File: src/rtl/lcd_bus_pkg.sv
package lcd_bus_pkg;

  localparam int BYTE_W = 8;

  typedef enum logic [1:0] {
    BUS_M68  = 2'b00,
    BUS_I80  = 2'b01,
    BUS_SER  = 2'b10,
    BUS_SER2 = 2'b11
  } bus_mode_e;

  typedef enum logic [3:0] {
    ST_IDLE,
    ST_RSET,
    ST_RSTB,
    ST_RHLD,
    ST_WSET,
    ST_WSTB,
    ST_WHLD,
    ST_SLO,
    ST_SHI
  } seq_state_e;

  typedef struct packed {
    logic              rs;
    logic [BYTE_W-1:0] data;
  } q_entry_t;

endpackage

File: src/rtl/lcd_tick_gen.sv
module lcd_tick_gen #(
  parameter int DIV_W = 8
) (
  input  logic             clk,
  input  logic             rst,
  input  logic [DIV_W-1:0] div,
  output logic             tick
);

  logic [DIV_W-1:0] cnt;

  // One tick every div+1 clocks.
  always_ff @(posedge clk) begin
    if (rst) begin
      cnt  <= '0;
      tick <= 1'b0;
    end else if (cnt >= div) begin
      cnt  <= '0;
      tick <= 1'b1;
    end else begin
      cnt  <= cnt + 1'b1;
      tick <= 1'b0;
    end
  end

endmodule

File: src/rtl/lcd_tx_fifo.sv
module lcd_tx_fifo
  import lcd_bus_pkg::*;
#(
  parameter int DEPTH = 16,
  localparam int AW    = $clog2(DEPTH),
  localparam int LVL_W = $clog2(DEPTH + 1)
) (
  input  logic             clk,
  input  logic             rst,
  input  logic             push,
  input  q_entry_t         push_ent,
  input  logic             pop,
  input  logic [LVL_W-1:0] thresh,
  output q_entry_t         head,
  output logic             empty,
  output logic             ovf,
  output logic             dma_req
);

  q_entry_t         mem [DEPTH];
  logic [AW-1:0]    wr_ptr, rd_ptr;
  logic [LVL_W-1:0] count, count_nxt;
  logic             full, push_ok, pop_ok;

  assign full    = (count == LVL_W'(DEPTH));
  assign empty   = (count == '0);
  assign push_ok = push && !full;
  assign pop_ok  = pop && !empty;
  assign head    = mem[rd_ptr];

  always_comb begin
    count_nxt = count + LVL_W'(push_ok) - LVL_W'(pop_ok);
  end

  // Storage without reset so it maps onto RAM.
  always_ff @(posedge clk) begin
    if (push_ok) mem[wr_ptr] <= push_ent;
  end

  always_ff @(posedge clk) begin
    if (rst) begin
      wr_ptr  <= '0;
      rd_ptr  <= '0;
      count   <= '0;
      ovf     <= 1'b0;
      dma_req <= 1'b0;
    end else begin
      if (push_ok) wr_ptr <= (wr_ptr == AW'(DEPTH - 1)) ? '0 : wr_ptr + 1'b1;
      if (pop_ok)  rd_ptr <= (rd_ptr == AW'(DEPTH - 1)) ? '0 : rd_ptr + 1'b1;
      count   <= count_nxt;
      ovf     <= ovf | (push && full);
      dma_req <= (count_nxt < thresh);
    end
  end

endmodule

File: src/rtl/lcd_bus_seq.sv
module lcd_bus_seq
  import lcd_bus_pkg::*;
#(
  parameter int SETUP_TICKS  = 1,
  parameter int STROBE_TICKS = 2,
  parameter int HOLD_TICKS   = 1,
  localparam int PH_MAX = (SETUP_TICKS > STROBE_TICKS) ?
                          ((SETUP_TICKS > HOLD_TICKS) ? SETUP_TICKS : HOLD_TICKS) :
                          ((STROBE_TICKS > HOLD_TICKS) ? STROBE_TICKS : HOLD_TICKS),
  localparam int PH_W = $clog2(PH_MAX + 1)
) (
  input  logic              clk,
  input  logic              rst,
  input  logic              tick,
  input  logic [1:0]        mode,
  input  logic              nibble,
  input  logic              poll,
  input  q_entry_t          head,
  input  logic              empty,
  input  logic              busy_in,
  output logic              pop,
  output logic              lcd_rs,
  output logic              lcd_rw,
  output logic              lcd_e,
  output logic              lcd_wr_n,
  output logic              lcd_rd_n,
  output logic [BYTE_W-1:0] lcd_dout,
  output logic              lcd_doe,
  output logic              ser_clk,
  output logic              ser_dat
);

  seq_state_e        state;
  q_entry_t          cur;
  logic [PH_W-1:0]   ph;
  logic              nib, busy;
  logic [2:0]        bitn;
  bus_mode_e         bm;
  logic              is_m68, is_ser;
  logic              setup_end, strobe_end, hold_end;

  assign bm         = bus_mode_e'(mode);
  assign is_m68     = (bm == BUS_M68);
  assign is_ser     = bm[1];
  assign setup_end  = (ph == PH_W'(SETUP_TICKS - 1));
  assign strobe_end = (ph == PH_W'(STROBE_TICKS - 1));
  assign hold_end   = (ph == PH_W'(HOLD_TICKS - 1));
  assign pop        = tick && (state == ST_IDLE) && !empty;

  always_ff @(posedge clk) begin
    if (rst) begin
      state <= ST_IDLE;
      cur   <= '0;
      ph    <= '0;
      nib   <= 1'b0;
      bitn  <= 3'd7;
      busy  <= 1'b0;
    end else if (tick) begin
      case (state)
        ST_IDLE: if (!empty) begin
          cur  <= head;
          ph   <= '0;
          nib  <= 1'b0;
          bitn <= 3'd7;
          if (is_ser)    state <= ST_SLO;
          else if (poll) state <= ST_RSET;
          else           state <= ST_WSET;
        end
        ST_RSET: if (setup_end) begin ph <= '0; state <= ST_RSTB; end
                 else ph <= ph + 1'b1;
        ST_RSTB: if (strobe_end) begin
                   busy  <= busy_in;  // sampled in the last strobe tick
                   ph    <= '0;
                   state <= ST_RHLD;
                 end else ph <= ph + 1'b1;
        ST_RHLD: if (hold_end) begin
                   ph    <= '0;
                   state <= busy ? ST_RSET : ST_WSET;
                 end else ph <= ph + 1'b1;
        ST_WSET: if (setup_end) begin ph <= '0; state <= ST_WSTB; end
                 else ph <= ph + 1'b1;
        ST_WSTB: if (strobe_end) begin ph <= '0; state <= ST_WHLD; end
                 else ph <= ph + 1'b1;
        ST_WHLD: if (hold_end) begin
                   ph <= '0;
                   if (nibble && !nib) begin
                     nib   <= 1'b1;
                     state <= ST_WSET;
                   end else begin
                     state <= ST_IDLE;
                   end
                 end else ph <= ph + 1'b1;
        ST_SLO:  state <= ST_SHI;
        ST_SHI:  if (bitn == 3'd0) state <= ST_IDLE;
                 else begin
                   bitn  <= bitn - 1'b1;
                   state <= ST_SLO;
                 end
        default: state <= ST_IDLE;
      endcase
    end
  end

  // Output decode, registered below.
  logic              o_rs, o_rw, o_e, o_wr_n, o_rd_n, o_doe, o_sclk, o_sdat;
  logic [BYTE_W-1:0] o_dout;

  always_comb begin
    o_rs   = 1'b0;
    o_rw   = 1'b0;
    o_e    = 1'b0;
    o_wr_n = 1'b1;
    o_rd_n = 1'b1;
    o_doe  = 1'b0;
    o_dout = '0;
    o_sclk = 1'b0;
    o_sdat = 1'b0;
    case (state)
      ST_RSET, ST_RSTB, ST_RHLD: begin
        o_rw = is_m68;
        if (state == ST_RSTB) begin
          if (is_m68) o_e = 1'b1;
          else        o_rd_n = 1'b0;
        end
      end
      ST_WSET, ST_WSTB, ST_WHLD: begin
        o_rs  = cur.rs;
        o_doe = 1'b1;
        if (!nibble)  o_dout = cur.data;
        else if (nib) o_dout = {cur.data[3:0], 4'b0000};
        else          o_dout = {cur.data[7:4], 4'b0000};
        if (state == ST_WSTB) begin
          if (is_m68) o_e = 1'b1;
          else        o_wr_n = 1'b0;
        end
      end
      ST_SLO, ST_SHI: begin
        o_rs   = cur.rs;
        o_sdat = cur.data[bitn];
        o_sclk = (state == ST_SHI);
      end
      default: ;
    endcase
  end

  always_ff @(posedge clk) begin
    if (rst) begin
      lcd_rs   <= 1'b0;
      lcd_rw   <= 1'b0;
      lcd_e    <= 1'b0;
      lcd_wr_n <= 1'b1;
      lcd_rd_n <= 1'b1;
      lcd_doe  <= 1'b0;
      lcd_dout <= '0;
      ser_clk  <= 1'b0;
      ser_dat  <= 1'b0;
    end else begin
      lcd_rs   <= o_rs;
      lcd_rw   <= o_rw;
      lcd_e    <= o_e;
      lcd_wr_n <= o_wr_n;
      lcd_rd_n <= o_rd_n;
      lcd_doe  <= o_doe;
      lcd_dout <= o_dout;
      ser_clk  <= o_sclk;
      ser_dat  <= o_sdat;
    end
  end

endmodule

File: src/rtl/lcd_bus_ctrl.sv
module lcd_bus_ctrl
  import lcd_bus_pkg::*;
#(
  parameter int DEPTH        = 16,
  parameter int DIV_W        = 8,
  parameter int SETUP_TICKS  = 1,
  parameter int STROBE_TICKS = 2,
  parameter int HOLD_TICKS   = 1,
  localparam int LVL_W = $clog2(DEPTH + 1)
) (
  input  logic              clk,
  input  logic              rst,
  input  logic              host_wr,
  input  logic [BYTE_W-1:0] host_data,
  input  logic              host_rs,
  input  logic [1:0]        cfg_mode,
  input  logic              cfg_nibble,
  input  logic              cfg_poll,
  input  logic [DIV_W-1:0]  cfg_div,
  input  logic [LVL_W-1:0]  cfg_dma_lvl,
  output logic              ovf_flag,
  output logic              dma_req,
  output logic              lcd_rs,
  output logic              lcd_rw,
  output logic              lcd_e,
  output logic              lcd_wr_n,
  output logic              lcd_rd_n,
  output logic [BYTE_W-1:0] lcd_dout,
  output logic              lcd_doe,
  input  logic              lcd_busy_in,
  output logic              ser_clk,
  output logic              ser_dat
);

  q_entry_t push_ent, head;
  logic     tick, pop, empty;

  assign push_ent = '{rs: host_rs, data: host_data};

  lcd_tick_gen #(.DIV_W(DIV_W)) u_tick (
    .clk  (clk),
    .rst  (rst),
    .div  (cfg_div),
    .tick (tick)
  );

  lcd_tx_fifo #(.DEPTH(DEPTH)) u_fifo (
    .clk      (clk),
    .rst      (rst),
    .push     (host_wr),
    .push_ent (push_ent),
    .pop      (pop),
    .thresh   (cfg_dma_lvl),
    .head     (head),
    .empty    (empty),
    .ovf      (ovf_flag),
    .dma_req  (dma_req)
  );

  lcd_bus_seq #(
    .SETUP_TICKS  (SETUP_TICKS),
    .STROBE_TICKS (STROBE_TICKS),
    .HOLD_TICKS   (HOLD_TICKS)
  ) u_seq (
    .clk      (clk),
    .rst      (rst),
    .tick     (tick),
    .mode     (cfg_mode),
    .nibble   (cfg_nibble),
    .poll     (cfg_poll),
    .head     (head),
    .empty    (empty),
    .busy_in  (lcd_busy_in),
    .pop      (pop),
    .lcd_rs   (lcd_rs),
    .lcd_rw   (lcd_rw),
    .lcd_e    (lcd_e),
    .lcd_wr_n (lcd_wr_n),
    .lcd_rd_n (lcd_rd_n),
    .lcd_dout (lcd_dout),
    .lcd_doe  (lcd_doe),
    .ser_clk  (ser_clk),
    .ser_dat  (ser_dat)
  );

endmodule

File: config.mk
export PLATFORM = sky130hd
export DESIGN_NAME = lcd_bus_ctrl
export DESIGN_NICKNAME = d
export VERILOG_FILES = /design/src/rtl/lcd_bus_pkg.sv /design/src/rtl/lcd_tick_gen.sv /design/src/rtl/lcd_tx_fifo.sv /design/src/rtl/lcd_bus_seq.sv /design/src/rtl/lcd_bus_ctrl.sv
export SDC_FILE = /design/constraint.sdc
export NUM_CORES = 1
export LEC_CHECK = 0
export BUFFER_PORTS_ARGS = -buffer_cell sky130_fd_sc_hd__buf_2
export CORE_MARGIN = 5
export CORE_UTILIZATION = 46
export CTS_BUF_LIST = sky130_fd_sc_hd__clkbuf_8
export DETAILED_ROUTE_END_ITERATION = 8
export PLACE_DENSITY = 0.66
export SLEW_MARGIN = 20
export SYNTH_ARGS = -nofsm -noshare
export SYNTH_HDL_FRONTEND = slang
export SYNTH_SLANG_ARGS = --single-unit
File: constraint.sdc
create_clock -name clk -period 5.9 [get_ports clk]
set_input_delay 0.59 -clock clk [delete_from_list [all_inputs] [get_ports clk]]
set_output_delay 0.59 -clock clk [all_outputs]
set_load 0.02 [all_outputs]
# [Yosys cells after proc, flatten, opt, wreduce, memory -nomap -nowiden]
# Memories as Yosys holds them, arrays and structs flattened. A register that Yosys moved wholly into a read port is not among the register bits.
# Cells that the tools add are included.
[op_classes] order_cmp=3 n_addsub=7 div=0 mux=38 reduce_logical=36 n_bitwise=8 n_shift=0 n_mul=0 eq_ne=21
[ops] cell="two-way mux 4 bit" n=10
[ops] cell="one-hot mux 4 bit (9 select lines)" n=1
[ops] cell="two-way mux 3 bit" n=6
[ops] cell="equality test 4 x 3 -> 1 bit (second input constant)" n=4
[ops] cell="two-way mux 8 bit" n=2
[ops] cell="inequality test 2 x 1 -> 1 bit (second input constant)" n=7
[ops] cell="OR reduction 2 bit" n=7
[ops] cell="equality test 4 bit (second input constant)" n=3
[ops] cell="OR reduction 3 bit" n=4
[ops] cell="two-way mux 1 bit" n=11
[ops] cell="AND reduction 3 bit" n=3
[ops] cell="adder 4 x 1 -> 4 bit (second input constant)" n=2
[ops] cell="adder 8 x 1 -> 8 bit (second input constant)" n=1
[ops] cell="equality test 4 x 2 -> 1 bit (second input constant)" n=2
[ops] cell="greater-or-equal comparator 8 bit" n=1
[ops] cell="AND reduction 8 bit" n=1
[ops] cell="NOT 1 bit" n=7
[ops] cell="logical AND 1 bit" n=6
[ops] cell="two-way mux 2 bit" n=3
[ops] cell="one-hot mux 2 bit (3 select lines)" n=1
[ops] cell="one-hot mux 3 bit (2 select lines)" n=1
[ops] cell="adder 5 x 1 -> 5 bit" n=1
[ops] cell="equality test 5 bit (second input constant)" n=1
[ops] cell="logical NOT 5 bit" n=1
[ops] cell="other kinds (21)" n=27
[word_totals] ram_bits=144 memories=1 mem_bits_ro=0 output_inout_bits=18 regBits=51 latchBits=0 in_bits=30
[mem_list] memory="u_fifo.mem" words=16 word_bits=9 rd=1 rd_ports_with_merged_regs=1 wr=1 line_no="lcd_tx_fifo.sv:20" source="q_entry_t mem [DEPTH];"

# [Logic depth before layout (Yosys ltp)]
[depth] depth_word=6 ltp_mapped=14

# [Cells and area by module]
# From an unflattened synthesis, not the netlist that was laid out.
[unflattened] hier_cells=607 hier_area_um2=8983.6
[by_module_without_submodules] module="lcd_tx_fifo" seq_area_each_um2=4704.5 instances=1 cells_per_inst=343 area_per_inst_um2=6597.6
[by_module_without_submodules] module="lcd_bus_seq" seq_area_each_um2=720.7 instances=1 cells_per_inst=205 area_per_inst_um2=1795.5
[by_module_without_submodules] module="lcd_tick_gen" seq_area_each_um2=180.2 instances=1 cells_per_inst=59 area_per_inst_um2=590.6

# [Worst setup path after synthesis]
# OpenSTA, ideal clock, no wires.
[synth_timing] path_type="reg2reg" from="reg u_fifo.count[3]" to="reg u_fifo.dma_req" t_required_ns=5.814 path_slack_ns=2.734 path_stages_with_launch=15 setup_ns=0.086 n_path_buf=0 t_arrival_ns=3.080 period_less_slack_ns=3.166 cell_sequence="dfxtp_1 inv_1 ha_1 or4b_4 nand3_2 inv_2 ha_1 inv_1 ha_1 fa_1 ha_1 a21o_1 a21o_1 a21o_1 a211oi_1"
[synth_between] elab_chain_cells=6
[synth_lines] item="start, declared" line_no="lcd_tx_fifo.sv:22" source="logic [LVL_W-1:0] count, count_nxt;"
[synth_lines] item="start signal, assigned" line_no="lcd_tx_fifo.sv:50" source="count <= count_nxt;"
[synth_lines] item="logical NOT 5 bit (*)" line_no="lcd_tx_fifo.sv:26" source="assign empty = (count == '0);"
[synth_lines] item="logical NOT 1 bit (*)" line_no="lcd_tx_fifo.sv:28, lcd_bus_seq.sv:48"
[synth_lines] item="logical AND 1 bit" line_no="lcd_bus_seq.sv:48" source="assign pop = tick && (state == ST_IDLE) && !empty;"
[synth_lines] item="logical AND 1 bit (*)" line_no="lcd_tx_fifo.sv:28" source="assign pop_ok = pop && !empty;"
[synth_lines] item="net u_fifo.pop_ok" line_no="lcd_tx_fifo.sv:23" source="logic full, push_ok, pop_ok;"
[synth_lines] item="subtractor 5 x 1 -> 5 bit (*)" line_no="lcd_tx_fifo.sv:32" source="count_nxt = count + LVL_W'(push_ok) - LVL_W'(pop_ok);"
[synth_lines] item="net u_fifo.count_nxt[1]" line_no="lcd_tx_fifo.sv:22"
[synth_lines] item="less-than comparator 5 bit (*)" line_no="lcd_tx_fifo.sv:52" source="dma_req <= (count_nxt < thresh);"
[synth_lines] item="end signal, assigned" line_no="lcd_tx_fifo.sv:52"
[synth_lines] item="end, declared" line_no="lcd_tx_fifo.sv:17" source="output logic dma_req"
# The timed path passes the listed nets; every way through them passes the cells marked *.
# A chain may end at the register's enable or synchronous reset.

# [Worst setup path after layout]
[layout_timing] from="reg u_fifo.count[2]" to="reg u_fifo.dma_req"
# The elaborated chain is that of the path after synthesis.

==> summary.md <==
| Metric | Value |
|---|---|
| IO Pins | 48 |
| H-tree Lvls | 1 |
| # port buffers | 47 |
| EDFF count, synth | 144 |
| Worst setup EP type | register |
| DP Wirelength | 11200 µm |
| Filler cell count | 1550 |
| Worst-Margin Slew | 1.01 ns |
| Sequential area share after synthesis | 63.8% |
| VDD IR max | 0.177 mV |
| CTS hold repair buffers | 0 |
| Initial Utilization | 46.4% |
| Post-CTS Setup Bufs | 0 |
| LEAKAGE | 3.39 nW |
| Min Hold Slack | 0.272 ns |
| CTS tree | built |
| Run status | finished clean |
| Mapped Avg Cell Area | 14.8 µm² |
| Tot GR Track Use | 15.8% |
| Deepest clock path buffer count | 3 |
| Post-synth net total | 646 |
| Setup violations, final | 0 |
| Worst Skew | 0.00823 ns |
| Total vias in the final route | 5005 |
| Drc violations | 0 |
| Wirelength per Cell | 18.7 µm |
| Worst EP arrival | 4.03 ns |
| Clock transition at path regs | 0.07 ns |
| Skew-Pair Late Insertion Delay | 0.56 ns |
| Largest net degree at the start of global routing | 49 |
| F_max | 280 MHz |
| Setup ws final | 2.33 ns |
| DIE AREA | 0.0217 mm² |
| Synth area leader | edfxtp_1 |
| Vias in the first global route | 5230 |
| First-pass GRT wire length | 27400 µm |
| Final Wtd Congestion | 0.837 |
| P&R area growth vs syn | 12.1% |
| Critical path type | reg -> reg |
| Final #Nets | 705 |
| DR vias/cell | 5.54 |
| PostCTS Resize Cnt | 0 |
| Layout cells sized above 1 | 22.3% |
| Row cnt | 50 |
| Core footprint | 0.0186 mm² |
| Hold Fails Final Rpt | 0 |
| Antenna violations before repair | 0 |
| Root Driver | clkbuf_8 |
| Tmin final | 3.57 ns |
| Slew margin rel. | 32.4% |
| Critical Path RT | 6.37 ns |
| Final period utilization | 60.5% |
| TritonCTS Sinks | 204 |
| PwrDens | 311 mW/mm² |
| YS warnings | 0 |
| Cell Area, Synth | 0.00866 mm² |
| DRT antenna net count | 0 |
| Synthesized instance count | 585 |
| Max_cap viols | 0 |
| Yosys top cell area share | 49.9% |
| Initial DRC count | 291 |
| Clock buffer count from CTS | 31 |
| Worst setup SP type | register |
| Yosys cell types | 59 |
| Fin. max-slew vios | 0 |
| Seq cells post-synth | 204 |
| Pre-CTS setup slack | 2.32 ns |
| Unrepaired setup endpoints after global routing | false |
| DR pass1 iterations | 5 |
| Horiz. Die Dim | 147 µm |
| Top cells by area, synth | edfxtp_1, dfxtp_1, mux4_2 |
| FFs w/ async S/R, synth | 0% |
| WL final | 16900 µm |
| Crit-path max FO | 14 |
| Setup TNS | 0 ns |
| Post-synth top cells | edfxtp_1, dfxtp_1, nor2_1 |
| Worst hold path type | in -> reg |
| Total gr overflow | 0 |
| Antenna Cells | 0 |
| Die height | 147 µm |
| Top FF cell, synth | edfxtp_1 |
| Most frequent cell after synthesis | edfxtp_1 |
## where the power goes
part	internal, mW	switching [mW]
Sequential	1.58	0.0222
Combinational	0.142	0.168
Clock	0.581	0.528
## worst paths after layout
check                  start             end  slack, ns  cells past startpoint
min reg2reg       u_fifo.ovf      u_fifo.ovf       0.50                      2
min              lcd_busy_in      u_seq.busy       0.27                      3
max reg2reg  u_fifo.count[2]  u_fifo.dma_req       2.33                     14
max          u_fifo.count[2]  u_fifo.dma_req       2.33                     14
## cell families after synthesis
family	count (synthesis)	share of synthesized area, %
buf+inv	58	2.86
flops	204	63.8
mux	62	12.7
simple gates	152	9.38
xor+xnor	15	1.52
compound gates	63	5.22
fa+ha+maj	31	4.57
## critical path: stages (launching register included)
cell and delay (ns):
dfxtp_1 0.32, inv_1 0.08, ha_1 0.16, or4b_4 0.50
nand3_2 0.24, inv_2 0.14, ha_1 0.30, inv_1 0.04
ha_1 0.22, fa_1 0.48, ha_1 0.29, a21o_1 0.15
a21o_1 0.17, a21o_1 0.17, a211oi_1 0.21
## through the flow
step	cell area [µm²]	utilization [%]	cells	power, mW
global route	9700	52.0	903	3.17
detailed placement	9110	48.8	845	1.94
CTS	9700	52.0	903	3.05
floorplan	8660	-	585	1.85
global placement	9110	48.8	845	1.92
finish	9700	52.0	903	3.02
## registers in the layout, summed over array words and instances (netlist names)
signal	flops
u_fifo.count	5
u_fifo.dma_req	1
u_fifo.mem	144
u_fifo.ovf	1
u_fifo.rd_ptr	4
u_fifo.wr_ptr	4
u_seq.bitn	3
u_seq.busy	1
u_seq.cur	9
u_seq.lcd_doe	1
u_seq.lcd_dout	8
u_seq.lcd_e	1
u_seq.lcd_rd_n	1
u_seq.lcd_rs	1
u_seq.lcd_rw	1
u_seq.lcd_wr_n	1
u_seq.nib	1
u_seq.ph	2
u_seq.ser_clk	1
u_seq.ser_dat	1
u_seq.state	4
u_tick.cnt	8
u_tick.tick	1
## per-layer routing
metal / track usage (%) / up-vias / wire, µm
met1: 20.1 / 2489 / 7210
met2: 27.2 / 145 / 8330
li1: - / 2331 / -
met5: 0 / - / 0
met4: 4.99 / 0 / 425
met3: 3.45 / 40 / 882
## layout by cell type (no fill, tap or decap), drive strengths merged, types with 8 or more instances in the layout
cell type	instances
o21ai	8
inv	33
xor2	10
nor2b	13
buf	54
nor3	18
nor2	39
clkinv	21
ha	30
edfxtp	144
o221ai	8
mux2i	24
dfxtp	60
a21oi	20
nand3	12
nand2	28
nand3b	11
mux4	38
nand2b	8
clkbuf	31
## area by class of cell
class	count	area, µm²	area share, %
timing repair buffer	54	288	2.97
sequential	204	5530	57.0
clock buffer	31	427	4.40
clock inverter	27	170	1.75
inverter	30	113	1.16
multi-input combinational	323	2890	29.7
tap	234	293	3.02
(Power assumes the default switching activity.)
